**config.mk**
```make
export PLATFORM = sky130hd
export DESIGN_NAME = lane_incdec
export DESIGN_NICKNAME = d
export VERILOG_FILES = /design/src/rtl/lane_incdec_pkg.sv /design/src/rtl/incdec_field_sel.sv /design/src/rtl/incdec_lane_seg.sv /design/src/rtl/lane_incdec.sv
export SDC_FILE = /design/constraint.sdc
export NUM_CORES = 1
export LEC_CHECK = 0
export BUFFER_PORTS_ARGS = -buffer_cell sky130_fd_sc_hd__buf_2
export CORE_ASPECT_RATIO = 1.2
export CORE_MARGIN = 1
export CORE_UTILIZATION = 45
export DETAILED_ROUTE_END_ITERATION = 10
export GPL_TIMING_DRIVEN = 0
export HOLD_SLACK_MARGIN = 0.05
export PLACE_DENSITY_LB_ADDON = 0.08
export SETUP_SLACK_MARGIN = 0.15
export SYNTH_ARGS = -nofsm -noshare
export SYNTH_HDL_FRONTEND = slang
export SYNTH_SLANG_ARGS = --single-unit
```
**constraint.sdc**
```tcl
create_clock -name clk -period 8.1 [get_ports clk]
set_input_delay 0 -clock clk [delete_from_list [all_inputs] [get_ports clk]]
set_output_delay 0 -clock clk [all_outputs]
set_load 0.05 [all_outputs]
```
**src/rtl/lane_incdec_pkg.sv**
```systemverilog
package lane_incdec_pkg;
  localparam logic [1:0] SZ_BYTE = 2'b00;
  localparam logic [1:0] SZ_HALF = 2'b01;
  // codes 2'b10 and 2'b11 both select the full word
endpackage

```
**src/rtl/incdec_field_sel.sv**
```systemverilog
module incdec_field_sel #(
  parameter int NUM_LANES = 4,
  parameter int IDX_W     = 2
) (
  input  logic [1:0]           size,
  input  logic [IDX_W-1:0]     idx,
  output logic [NUM_LANES-1:0] lane_in,
  output logic [NUM_LANES-1:0] lane_lo,
  output logic [NUM_LANES-1:0] lane_hi
);
  import lane_incdec_pkg::*;
  localparam int HALF_LANES = NUM_LANES / 2;

  for (genvar i = 0; i < NUM_LANES; i++) begin : g_lane
    localparam logic UPPER   = (i >= HALF_LANES);
    localparam logic HALF_LO = ((i % HALF_LANES) == 0);
    localparam logic HALF_HI = ((i % HALF_LANES) == HALF_LANES - 1);
    localparam logic WORD_LO = (i == 0);
    localparam logic WORD_HI = (i == NUM_LANES - 1);

    always_comb begin
      case (size)
        SZ_BYTE: begin
          lane_in[i] = (idx == IDX_W'(i));
          lane_lo[i] = 1'b1;
          lane_hi[i] = 1'b1;
        end
        SZ_HALF: begin
          lane_in[i] = (idx[0] == UPPER);
          lane_lo[i] = HALF_LO;
          lane_hi[i] = HALF_HI;
        end
        default: begin
          lane_in[i] = 1'b1;
          lane_lo[i] = WORD_LO;
          lane_hi[i] = WORD_HI;
        end
      endcase
    end
  end
endmodule

```
**src/rtl/incdec_lane_seg.sv**
```systemverilog
module incdec_lane_seg #(
  parameter int LANE_W = 8
) (
  input  logic [LANE_W-1:0] din,
  input  logic              in_field,
  input  logic              dec,
  input  logic              cin,
  output logic [LANE_W-1:0] dout,
  output logic              cout
);
  logic [LANE_W:0] sum;

  always_comb begin
    sum = {1'b0, din} + {1'b0, {LANE_W{dec}}} + {{LANE_W{1'b0}}, cin};
    if (in_field) begin
      dout = sum[LANE_W-1:0];
      cout = sum[LANE_W];
    end else begin
      dout = din;
      cout = 1'b0;
    end
  end
endmodule

```
**src/rtl/lane_incdec.sv**
```systemverilog
module lane_incdec #(
  parameter int WORD_W = 32,
  parameter int LANE_W = 8
) (
  input  logic                              clk,
  input  logic                              rst,
  input  logic [WORD_W-1:0]                 operand,
  input  logic                              dec,
  input  logic [1:0]                        size,
  input  logic [$clog2(WORD_W/LANE_W)-1:0]  idx,
  input  logic                              z_we,
  input  logic                              c_we,
  output logic [WORD_W-1:0]                 result,
  output logic                              z_flag,
  output logic                              c_flag
);
  localparam int NUM_LANES = WORD_W / LANE_W;
  localparam int IDX_W     = $clog2(NUM_LANES);

  logic [NUM_LANES-1:0] lane_in, lane_lo, lane_hi;
  logic [NUM_LANES-1:0] cin, cout, lane_zero;
  logic [WORD_W-1:0]    next_word, fmask;
  logic                 field_cout, field_wrap, field_zero;

  incdec_field_sel #(.NUM_LANES(NUM_LANES), .IDX_W(IDX_W)) u_sel (
    .size(size), .idx(idx),
    .lane_in(lane_in), .lane_lo(lane_lo), .lane_hi(lane_hi)
  );

  for (genvar i = 0; i < NUM_LANES; i++) begin : g_seg
    if (i == 0) begin : g_first
      assign cin[i] = ~dec;
    end else begin : g_rest
      assign cin[i] = lane_lo[i] ? ~dec : cout[i-1];
    end

    incdec_lane_seg #(.LANE_W(LANE_W)) u_seg (
      .din(operand[i*LANE_W +: LANE_W]), .in_field(lane_in[i]), .dec(dec),
      .cin(cin[i]), .dout(next_word[i*LANE_W +: LANE_W]), .cout(cout[i])
    );

    assign lane_zero[i] = ~lane_in[i] || (next_word[i*LANE_W +: LANE_W] == '0);
    assign fmask[i*LANE_W +: LANE_W] = {LANE_W{lane_in[i]}};
  end

  assign field_cout = |(cout & lane_hi & lane_in);
  assign field_wrap = dec ? ~field_cout : field_cout;
  assign field_zero = &lane_zero;

  always_ff @(posedge clk) begin
    if (rst) begin
      result <= '0;
      z_flag <= 1'b0;
      c_flag <= 1'b0;
    end else begin
      result <= next_word;
      if (z_we) z_flag <= field_zero;
      if (c_we) c_flag <= field_wrap;
    end
  end

  // the decoded field has exactly one lowest lane
  assert_one_low_lane_R1: assert property (@(posedge clk) disable iff (rst)
    $countones(lane_lo & lane_in) == 1);

  // bits outside the field come through untouched
  assert_outside_kept_R4: assert property (@(posedge clk) disable iff (rst)
    1'b1 |=> (((result ^ $past(operand)) & ~$past(fmask)) == '0));

  // increment of an all-ones field sets carry
  assert_inc_wrap_R6: assert property (@(posedge clk) disable iff (rst)
    (c_we && !dec && ((operand & fmask) == fmask)) |=> c_flag);

  // decrement of a zero field sets borrow
  assert_dec_wrap_R6: assert property (@(posedge clk) disable iff (rst)
    (c_we && dec && ((operand & fmask) == '0)) |=> c_flag);

  // zero flag follows the registered field only
  assert_zero_field_R7: assert property (@(posedge clk) disable iff (rst)
    z_we |=> (z_flag == ((result & $past(fmask)) == '0)));

  // disabled flags hold
  assert_z_hold_R8: assert property (@(posedge clk) disable iff (rst)
    !z_we |=> $stable(z_flag));
  assert_c_hold_R8: assert property (@(posedge clk) disable iff (rst)
    !c_we |=> $stable(c_flag));
endmodule

```
======== After elaboration in Yosys (flattened, before gate mapping) ========
Index checks and enable logic that the tools add are counted.
Widths: inputs -> output; s select.
word-level totals
  bits in registers ....................... 34
  logic and storage cells ................. 55
  output and inout bits ................... 34
  bits of input ports ..................... 41
operators by class
  mux-type cells .......................... 18
  equal/unequal tests ..................... 4
  bitwise gates (word level) .............. 9
  reduce and logical (&&, ||, !) cells .... 13
  add/subtract/negate cells ............... 8
operators with widths
  kind                number
  $add 8x8->9         4
  $add 9x1->9         4
  $logic_not 8->1     4
  $mux 8              4
  $mux 1              10
  $and 4x4->4         2
  $pmux 1 s2          4
  $not 1->1           7
  $eq 2x1->1 const B  2
  $eq 2x2->1 const B  2
  $logic_not 2->1     2
  $logic_or 1x1->1    4
  $reduce_and 4->1    1
  $reduce_or 4->1     1
  $reduce_or 2->1     1

======== Logic depth before layout (Yosys ltp) ========
Gate-level depths: netlist (run 1).
  depth after elaboration ................. 17
  mapped depth ............................ 33
  depth with buffers taken out ............ 33

======== Cells and area by module ========
From an unflattened synthesis (run 1), not the netlist that was laid out.
second synthesis, totals
  cell total of the unflattened synthesis .. 360
  area, all modules ....................... 3046.7 um^2
modules (own cells, without submodules)
  module                                cells each  seq. area each (um^2)  area each (um^2)  times used
  lane_incdec                           102         680.7                  1099.8            1
  incdec_lane_seg (g_seg[1].u_seg ...)  62          0.0                    467.9             2
  incdec_lane_seg (g_seg[0].u_seg)      64          0.0                    473.0             1
  incdec_lane_seg (g_seg[3].u_seg)      51          0.0                    426.7             1
  incdec_field_sel                      19          0.0                    111.4             1

======== Least setup slack after synthesis (run 1) ========
No wires, ideal clock.
  path type ............................... input -> register
  from .................................... in operand[0]
  to ...................................... reg z_flag
  slack ................................... 1755 ps
  path buffers ............................ 0
  library setup time ...................... 96 ps
  data required time ...................... 8004 ps
  cell stages on the path ................. 33
  arrival time ............................ 6249 ps
  cell sequence ........................... fa_1 -> a211o_1 -> a211oi_1 -> nor2_1 -> o22ai_1 -> o21ai_0 -> fa_1 -> inv_1 -> fa_1 -> nor2b_1 -> o31a_1 -> nor2_1 -> o21ai_0 -> o21ai_0 -> a2bb2oi_1 -> fa_1 -> inv_1 -> fa_1 -> nand2b_1 -> a21oi_1 -> o21a_1 -> o41ai_1 -> o21ai_0 -> fa_1 -> inv_1 -> fa_1 -> nor2b_4 -> o31a_1 -> nor4_1 -> o31ai_1 -> or4b_1 -> a21o_1 -> o41ai_2
on the way
  longest elaborated chain between the ends .. 15
  elaborated cells on any way between the ends .. 24
  those cells by class .................... add/sub: 5; mux: 10; reduce/logical: 9
RTL lines
  element                 RTL line               text
  start: declaration      lane_incdec.sv:7       input logic [WORD_W-1:0] operand,
  $add 8x8->9             incdec_lane_seg.sv:14  sum = {1'b0, din} + {1'b0, {LANE_W{dec}}} + {{LANE_W{1'b0}}, cin};
  $add 9x1->9             incdec_lane_seg.sv:14
  $mux 1                  incdec_lane_seg.sv:15  if (in_field) begin
  $mux 1                  lane_incdec.sv:34      assign cin[i] = lane_lo[i] ? ~dec : cout[i-1];
  $add 9x1->9             incdec_lane_seg.sv:14
  $mux 1                  incdec_lane_seg.sv:15
  $mux 1                  lane_incdec.sv:34
  $add 9x1->9             incdec_lane_seg.sv:14
  $mux 1                  incdec_lane_seg.sv:15
  $mux 1                  lane_incdec.sv:34
  $add 9x1->9             incdec_lane_seg.sv:14
  $mux 8                  incdec_lane_seg.sv:15
  $logic_not 8->1         lane_incdec.sv:42      assign lane_zero[i] = ~lane_in[i] || (next_word[i*LANE_W +: LANE_W] == '0);
  $logic_or 1x1->1        lane_incdec.sv:42
  $reduce_and 4->1 (*)    lane_incdec.sv:48      assign field_zero = &lane_zero;
  end signal: assignment  lane_incdec.sv:57      if (z_we) z_flag <= field_zero;
  end: declaration        lane_incdec.sv:14      output logic z_flag,
Every way passes the cells marked *; elsewhere a longest branch is shown, timed or not.
A chain may end at the register's enable or synchronous reset.

======== Worst setup path after layout (run 1) ========
  from .................................... in operand[1]
  to ...................................... reg c_flag
on the way
  longest elaborated chain between the ends .. 17
RTL lines
  element                       RTL line               text
  $add 8x8->9 (*)               incdec_lane_seg.sv:14
  $add 9x1->9 (*)               incdec_lane_seg.sv:14
  $mux 1 (*)                    incdec_lane_seg.sv:15
  $mux 1                        lane_incdec.sv:34
  $add 9x1->9                   incdec_lane_seg.sv:14
  $mux 1                        incdec_lane_seg.sv:15
  $mux 1                        lane_incdec.sv:34
  $add 9x1->9                   incdec_lane_seg.sv:14
  $mux 1                        incdec_lane_seg.sv:15
  $mux 1                        lane_incdec.sv:34
  $add 9x1->9                   incdec_lane_seg.sv:14
  $mux 1                        incdec_lane_seg.sv:15
  $and 4x4->4 (*) (2 in a row)  lane_incdec.sv:46      assign field_cout = |(cout & lane_hi & lane_in);
  $reduce_or 4->1 (*)           lane_incdec.sv:46
  $not 1->1                     lane_incdec.sv:47      assign field_wrap = dec ? ~field_cout : field_cout;
  $mux 1 (*)                    lane_incdec.sv:47
  end signal: assignment        lane_incdec.sv:58      if (c_we) c_flag <= field_wrap;
  end: declaration              lane_incdec.sv:15      output logic c_flag
Marked as above.

==> qor.txt, run 1 <==
Detailed Place HPWL: 5.37 mm
clock-pin transition on the worst setup and hold timing paths: 70 ps
pwr dens: 172 nW/µm²
CP required: 8270 ps
Initial DRT Pass Iterations: 4
clk_lat worst skew: 280 ps
Synth cell types: 58
CTS tree: yes
area of the multi-input gates: 2060 µm²
Reg2Reg Setup Slack: 7160 ps
Crit path top cell by count: fa_1
worst hold stages: 3
critical path buffer and inverter count: 5
Commonest cells post-synth: 43 x nor2_1, 34 x dfxtp_1, 30 x ha_1
CP Capture Type: flip-flop
# nets final: 525
antenna viol nets, final: 0
#FFs+latches synth: 34
Vias/cell: 5.32
Synth top area share: 0.240
full die area: 6610 µm²
I/O Buffers: 73
fillcell total: 594
CP max stage cell: dlygate4sd3_1
Avg Inst Size Synth: 8.21 µm²
RR Endpoint: z_flag$_SDFFE_PP0P_
Site Rows: 31
startpoint types: input pin
synthesized net count: 423
Worst-Margin Slew: 634 ps
first-pass GRT wire length: 11.5 mm
maximum fanout along the worst path: 4
setup TNS: 0 ps
Hold Startpoint: operand[0]
width of the die: 74.4 µm
Worst Hold End: result[0]$_SDFF_PP0_
Post-CTS Setup Bufs: 0
layout cells sized above 1: 0.214
most common cell in the netlist: nor2_1
Core ar.: 6050 µm²
Avg WL per Cell: 13.6 µm
synthesized area: 2830 µm²
Seq. cell area: 681 µm²
dpl cells: 500
Critical Path AT: 7560 ps
num ports: 75
largest net degree at the start of global routing: 38
Hold Violations, Final: 0
GRT Total Usage: 0.226
fmax: 0.135 GHz
Worst R2R Path Depth: 2
CTS max path bufs: 2
Final Cycle Share: 0.912
Max-slew headroom: 0.578
Max stage delay on crit path: 540 ps
Final Max Slew Viols: 0
Root Buffer: clkbuf_8
Crit Path Category: in2reg
final wirelength: 7.22 mm
vias in the first global route: 2608
VDD IR max: 0.0896 mV
minimum clock period: 7390 ps
Synth area leader: dfxtp_1
synth top area cells: dfxtp_1 24%, ha_1 13%, nor2_1 5.7%, a21oi_1 4.9%, fa_1 4.9%
total grt overflow: 0
non-filler instance count after layout: 530
sequential element share of the synthesized area: 0.240
Main synth FF type: dfxtp_1
Die Height: 88.9 µm
status: finished clean
final setup fails: 0
starting DRC count in detailed routing: 89
MaxCap Viol Count: 0
initial antenna violation count: 0
RD Place Congestion: 0.799
Syn-to-layout area delta: 28.8%
# diodes: 0
Synth warnings: 0
initial core utilization: 0.468
ys async rst share: 0
TritonCTS buffer count: 5
htree depth: 2
Hold Path Class: in2reg
routed via count: 2822
Clock Sinks: 34
RSZ-0062 raised after global routing: no
number of flops mapped to enable cells by yosys: 0
Pwr Total: 0.628 mW
Post-route DRC: 0
Leakage: 1.68 nW
Setup Skew: 0 ps
post-synthesis cell count: 345
r2r startpoint: z_flag$_SDFFE_PP0P_
CP top delay family: compound AO/OA/AOI/OAI gates
kinds of logic after synthesis:
family	Yosys count	share of synthesized area
multiplexers	4	0.0146
AO/OA/AOI/OAI	104	0.249
buffers and inverters	22	0.0353
flip-flops	34	0.240
AND/OR/NAND/NOR	125	0.220
adder cells (fa/ha/maj)	37	0.182
XOR/XNOR	19	0.0588
worst register-to-register path, stage by stage, from the launching register on:
cell     delay, ps
dfxtp_1        340
or3b_2         460
o41ai_2         60
cell type report:
type	count	area share
buffer	10	0.0151
clock buffer	8	0.0302
inverter	12	0.0124
multi-input combinational	289	0.566
sequential	34	0.187
tap	82	0.0281
timing repair buffer	95	0.161
routing by layer:
layer	share of wire	GRT usage
met1	0.45	0.278
met2	0.50	0.399
met3	0.045	0.0417
met4	0.010	0.0617
met5	0	0
flip-flops by register name (all words and copies together) (netlist names):
name / count
result: 32
c_flag: 1
z_flag: 1
worst max path at each step:
stage                from             endpoint  slack, ps  depth (start not counted)
2_1_floorplan  operand[0]  z_flag$_SDFFE_PP0P_       1750                         33
6_report       operand[1]  c_flag$_SDFFE_PP0P_        710                         35
4_1_cts        operand[1]  z_flag$_SDFFE_PP0P_        520                         35
5_1_grt        operand[1]  c_flag$_SDFFE_PP0P_        160                         35
3_3_place_gp          dec  z_flag$_SDFFE_PP0P_        280                         34
3_5_place_dp          dec  z_flag$_SDFFE_PP0P_        270                         34
where the power goes:
group	switching (mW)	internal, mW	total (mW)
clock network	0.0654	0.0860	0.151
logic	0.181	0.105	0.286
registers	0.00416	0.187	0.191
per-stage QoR:
stage / utilization / cell area [µm²] / worst slack [ps] / hold WS [ps]
6_report: 0.603 / 3650 / 712 / 59.7
5_1_grt: 0.603 / 3650 / 159 / 93.3
4_1_cts: 0.600 / 3630 / 516 / 58.9
3_5_place_dp: 0.545 / 3300 / 275 / 262
3_3_place_gp: 0.545 / 3300 / 281 / 258
2_1_floorplan: - / 2830 / 1750 / 136
cell usage in the layout (no fill, tap or decap), types with 8 or more instances in the layout:
| master | instances |
|---|---|
| ha_1 | 30 |
| o21ai_0 | 15 |
| nor3_1 | 8 |
| inv_1 | 12 |
| clkbuf_8 | 8 |
| nor2b_1 | 11 |
| buf_2 | 74 |
| dlygate4sd3_1 | 22 |
| a211oi_1 | 11 |
| nor2_1 | 43 |
| nand2_1 | 26 |
| dfxtp_1 | 34 |
| xnor2_1 | 14 |
| o21a_1 | 8 |
| a21oi_1 | 28 |
what timing repair did:
item	4_1_cts	5_1_grt
hold buffers	22	0
hold endpoints to repair	22	0
resized for setup	0	3
endpoints found under the setup margin	0	2
Note: power is estimated with default switching activity, not from simulation.
==> run 2: changes to the inputs <==
--- a/config.mk
+++ b/config.mk
@@ -9,6 +9,7 @@
 export CORE_ASPECT_RATIO = 1.2
 export CORE_MARGIN = 1
 export CORE_UTILIZATION = 45
+export CTS_CLUSTER_SIZE = 10
 export DETAILED_ROUTE_END_ITERATION = 10
 export GPL_TIMING_DRIVEN = 0
 export HOLD_SLACK_MARGIN = 0.05
==> constraint.sdc (replaced) <==
create_clock -name clk -period 7.9 [get_ports clk]
set_input_delay 0 -clock clk [delete_from_list [all_inputs] [get_ports clk]]
set_output_delay 0 -clock clk [all_outputs]
set_load 0.05 [all_outputs]
==> run 2 against run 1 <==
  * Total power grew 3.0%
  * Cell count is the same
  * Final area grew 0.69%
  * Sequential share of layout area shrank 0.13 points
  * Flip-flop and latch count is the same
  * Hold slack gained 14 ps
  * Core utilization grew 0.41 points
  * Worst setup slack lost 38 ps
  * First-iteration DRC count shrank 12%
  * Critical path type unchanged
  * Largest power group unchanged
  * Highest routed layer unchanged
==> qor.txt, run 2 (synthesized netlist as in run 1, its figures left out) <==
Seq pwr share: 0.303
CTS max path bufs: 2
critical path buffer and inverter count: 5
Syn-to-layout area delta: 29.7%
Hold Violations, Final: 0
CP Capture Type: flip-flop
CP max stage cell: dlygate4sd3_1
GRT Total Usage: 0.226
minimum clock period: 7230 ps
num ports: 75
worst hold stages: 3
Leakage: 1.68 nW
status: finished clean
combinational share of power: 0.459
RD Place Congestion: 0.799
total grt overflow: 0
layout cells sized above 1: 0.217
antenna viol nets, final: 0
RR Endpoint: z_flag$_SDFFE_PP0P_
clk_lat worst skew: 280 ps
leading cell type in the layout, fill and taps excluded: buf_2
Final Max Slew Viols: 0
global-route layer with the greatest usage: met2
initial antenna violation count: 0
Crit Path Category: in2reg
Post-CTS Setup Bufs: 0
initial core utilization: 0.468
Worst Hold End: result[12]$_SDFF_PP0_
Site Rows: 31
Switch Pwr: 0.258 mW
CTS tree: yes
Avg WL per Cell: 13.8 µm
Worst R2R Path Depth: 2
TritonCTS buffer count: 5
pwr dens: 176 nW/µm²
Final Cycle Share: 0.915
Vias/cell: 5.36
dpl cells: 500
Clock Sinks: 34
met2 Use GR: 0.399
VDD IR max: 0.0919 mV
Critical Path AT: 7420 ps
full die area: 6610 µm²
Net Sw Frac: 0.399
# diodes: 0
r2r startpoint: z_flag$_SDFFE_PP0P_
width of the die: 74.4 µm
Hold Startpoint: operand[12]
Crit path top cell by count: fa_1
Detailed Place HPWL: 5.37 mm
Hold Path Class: in2reg
first-pass GRT wire length: 11.5 mm
Int Power: 0.389 mW
starting DRC count in detailed routing: 78
Worst-Margin Slew: 641 ps
I/O Buffers: 73
fmax: 0.138 GHz
most frequent cells in the layout: 74 x buf_2, 43 x nor2_1, 34 x dfxtp_1
htree depth: 2
Reg2Reg Setup Slack: 6950 ps
final wirelength: 7.32 mm
largest net degree at the start of global routing: 38
Max-slew headroom: 0.573
MaxCap Viol Count: 0
maximum fanout along the worst path: 4
final setup fails: 0
Core ar.: 6050 µm²
vias in the first global route: 2608
startpoint types: input pin
CP top delay family: compound AO/OA/AOI/OAI gates
Clk pwr share: 0.238
biggest regs: result: 32 flops, c_flag: 1 flops, z_flag: 1 flops
setup TNS: 0 ps
Root Buffer: clkbuf_8
Initial DRT Pass Iterations: 4
max reg flops: 32
non-filler instance count after layout: 530
clock-pin transition on the worst setup and hold timing paths: 70 ps
GR met3 Demand/Resource: 0.0417
routed via count: 2843
Die Height: 88.9 µm
largest register by flop count: result
M1 GR Usage: 0.278
Max stage delay on crit path: 540 ps
RSZ-0062 raised after global routing: no
# nets final: 525
CP required: 8090 ps
Setup Skew: 0 ps
Post-route DRC: 0
run 2: cell counts in the layout (fill, tap and decap cells not counted):
No cell type changed its count.
run 2: power by group through the flow:
stage | Clock [mW] | Sequential [mW] | Combinational [mW]
2_1_floorplan | 0 | 0.274 | 0.142
3_3_place_gp | 0 | 0.199 | 0.280
3_5_place_dp | 0 | 0.200 | 0.283
4_1_cts | 0.156 | 0.196 | 0.292
5_1_grt | 0.163 | 0.199 | 0.325
6_report | 0.154 | 0.196 | 0.296
run 2: worst max path at each step:
stage,endpoint,slack (ps),startpoint,depth (start not counted)
6_report,z_flag$_SDFFE_PP0P_,670,operand[1],35
5_1_grt,z_flag$_SDFFE_PP0P_,170,operand[1],35
4_1_cts,z_flag$_SDFFE_PP0P_,320,operand[1],35
3_5_place_dp,z_flag$_SDFFE_PP0P_,70,dec,34
3_3_place_gp,z_flag$_SDFFE_PP0P_,80,dec,34
2_1_floorplan,z_flag$_SDFFE_PP0P_,1550,operand[0],33
run 2: worst reg2reg max path, delay by kind of cell (launching register included):
| kind | cells | cell delay [ps] |
|---|---|---|
| AOI/OAI and AO/OA | 1 | 60 |
| DFF | 1 | 340 |
| and+or+nand+nor | 1 | 460 |
run 2: metrics by stage:
step / setup slack [ps] / cell area (µm²) / power, mW / hold WS, ps / util
after floorplan: 1550 / 2830 / 0.416 / 136 / -
after global placement: 81.4 / 3300 / 0.479 / 258 / 0.545
after detailed placement: 74.7 / 3300 / 0.482 / 262 / 0.545
after CTS: 316 / 3630 / 0.644 / 58.9 / 0.600
after global routing: 166 / 3670 / 0.687 / 93.3 / 0.607
final: 674 / 3670 / 0.647 / 74.0 / 0.607
run 2: per-layer routing:
metal  wire length [µm]  vias to the layer above
li1                   -                     1457
met3                266                        8
met2               3640                       64
met4                101                        0
met1               3320                     1314
met5                  0                        -
run 2: area by class of cell:
class | instances | area, µm²
fill | 592 | 2380
multi-input combinational | 289 | 2090
timing repair buffer | 95 | 588
inverter | 12 | 45.0
buffer | 10 | 55.1
tap | 82 | 103
clock buffer | 8 | 110
sequential | 34 | 681
run 2: what timing repair did:
item | in CTS | in global routing
endpoints found under the hold margin | 22 | 0
setup endpoints to repair | 0 | 2
hold buffers | 22 | 0
resized for setup | 0 | 8
==> run 3: changes to the inputs <==
--- a/config.mk
+++ b/config.mk
@@ -5,12 +5,12 @@
 export SDC_FILE = /design/constraint.sdc
 export NUM_CORES = 1
 export LEC_CHECK = 0
-export BUFFER_PORTS_ARGS = -buffer_cell sky130_fd_sc_hd__buf_2
 export CORE_ASPECT_RATIO = 1.2
 export CORE_MARGIN = 1
-export CORE_UTILIZATION = 45
+export CORE_UTILIZATION = 50
 export CTS_CLUSTER_SIZE = 10
 export DETAILED_ROUTE_END_ITERATION = 10
+export DONT_BUFFER_PORTS = 1
 export GPL_TIMING_DRIVEN = 0
 export HOLD_SLACK_MARGIN = 0.05
 export PLACE_DENSITY_LB_ADDON = 0.08
==> run 3 against run 2 <==
  * The run now ends with design-rule violations left
  * Fmax up 2.8%
  * Register-to-register slack lost 350 ps
  * Final area down 8.2%
  * Global-route usage increased by 2.5 points
  * Clock skew unchanged
  * Clock-buffer cell count fell by 1
  * Flip-flop and latch count unchanged
  * Clock power is 14% lower
  * Cell count is 15% lower
  * Critical endpoint is now c_flag$_SDFFE_PP0P_
  * Hold slack worse by 18 ps
==> qor.txt, run 3 (synthesized netlist as in run 1, its figures left out) <==
GRT Total Usage: 0.250
Crit Path Category: in2reg
Placed Area: 2910 µm²
CP max stage cell: fa_1
first-pass GRT wire length: 11.8 mm
Final Cycle Share: 0.889
Initial DRT Pass Iterations: 8
leading cell type in the layout, fill and taps excluded: nor2_1
starting DRC count in detailed routing: 119
startpoint types: input pin
initial core utilization: 0.527
finished layout cell area: 3370 µm²
CP Capture Type: flip-flop
Min Hold Slack: 55.7 ps
Post-route DRC: 15
most frequent cells in the layout: 43 x nor2_1, 37 x dlygate4sd3_1, 34 x dfxtp_1
VDD IR max: 0.103 mV
Syn-to-layout area delta: 19.0%
fmax: 0.142 GHz
max reg flops: 32
CTS max path bufs: 2
total grt overflow: 0
MaxCap Viol Count: 0
Leakage: 1.41 nW
layout cells sized above 1: 0.0513
M1 GR Usage: 0.294
met2 Use GR: 0.439
initial antenna violation count: 0
Critical Path AT: 7200 ps
biggest regs: result: 32 flops, c_flag: 1 flops, z_flag: 1 flops
I/O Buffers: 0
CTS tree: yes
TritonCTS buffer count: 5
failing checks: design-rule violations
vias in the first global route: 2594
full die area: 5970 µm²
num ports: 75
pwr dens: 176 nW/µm²
Clock Sinks: 34
PnR worst setup slack: 874 ps
htree depth: 2
Max-slew headroom: 0.613
Crit path top cell by count: fa_1
width of the die: 70.7 µm
CP required: 8080 ps
# diodes: 0
RSZ-0062 raised after global routing: no
largest net degree at the start of global routing: 38
Vias/cell: 5.78
status: finished, violations left
Worst-Margin Slew: 581 ps
Setup Skew: 0 ps
minimum clock period: 7030 ps
RD Place Congestion: 0.796
global-route layer with the greatest usage: met2
final core utilization: 0.628
antenna viol nets, final: 0
setup TNS: 0 ps
clk_lat worst skew: 280 ps
maximum fanout along the worst path: 5
Max stage delay on crit path: 470 ps
Placement Setup Slack: 668 ps
Post-CTS Setup Bufs: 0
Avg WL per Cell: 15.5 µm
non-filler instance count after layout: 452
Pwr Total: 0.593 mW
clock-pin transition on the worst setup and hold timing paths: 70 ps
GR met3 Demand/Resource: 0.0564
Core ar.: 5370 µm²
Die Height: 84.4 µm
final wirelength: 7.03 mm
# nets final: 467
largest register by flop count: result
dpl cells: 407
final setup fails: 0
Final Max Slew Viols: 0
Site Rows: 29
Detailed Place HPWL: 5.08 mm
Hold Path Class: in2reg
cells resized by post-CTS repair: 0
Root Buffer: clkbuf_8
routed via count: 2612
Hold Violations, Final: 0
[run 3: cell types whose count changed in the layout (fill, tap and decap cells not counted), sizes merged]
| cell | before | now |
|---|---|---|
| clkbuf | 14 | 12 |
| dlygate4sd3 | 22 | 37 |
| clkinv | 0 | 1 |
| buf | 77 | 5 |
[run 3: critical path, delay by kind of cell]
| kind | cells | cell delay (ps) |
|---|---|---|
| compound gates | 17 | 3870 |
| fa+ha+maj | 7 | 2370 |
| simple gates | 6 | 680 |
| buf+inv | 3 | 250 |
[run 3: area by class of cell]
type                    instances  area, µm²
multi-input cells             289       2050
fillers                       488       2000
flip-flops and latches         34        681
repair buffers                 37        370
clock buffers                   7       86.3
well taps                      62       77.6
plain buffers                  10       55.1
inverters                      12       45.0
clock inverters                 1       5.00
[run 3: timing repair]
| action | 4_1_cts | 5_1_grt |
|---|---|---|
| hold buffers | 37 | 0 |
| endpoints found under the hold margin | 34 | 0 |
| endpoints found under the setup margin | 0 | 0 |
[run 3: path summary, 6_finish.rpt]
path                            start                    end  slack [ps]  cells past startpoint
hold reg to reg   z_flag$_SDFFE_PP0P_    z_flag$_SDFFE_PP0P_         870                      2
setup / recovery           operand[0]    c_flag$_SDFFE_PP0P_         870                     33
setup reg to reg  z_flag$_SDFFE_PP0P_    z_flag$_SDFFE_PP0P_        6600                      2
hold / removal                size[1]  result[27]$_SDFF_PP0_          60                      3
[run 3: where the power goes]
group          internal, mW  total, mW  switching [mW]
registers             0.192      0.272          0.0794
clock network        0.0703      0.133          0.0623
logic                0.0924      0.189          0.0963
total                 0.355      0.593           0.238
[run 3: metal layers]
layer | vias to the layer above | part of all wire
li1 | 1341 | -
met1 | 1192 | 0.43
met2 | 67 | 0.50
met3 | 12 | 0.050
met4 | 0 | 0.020
met5 | - | 0
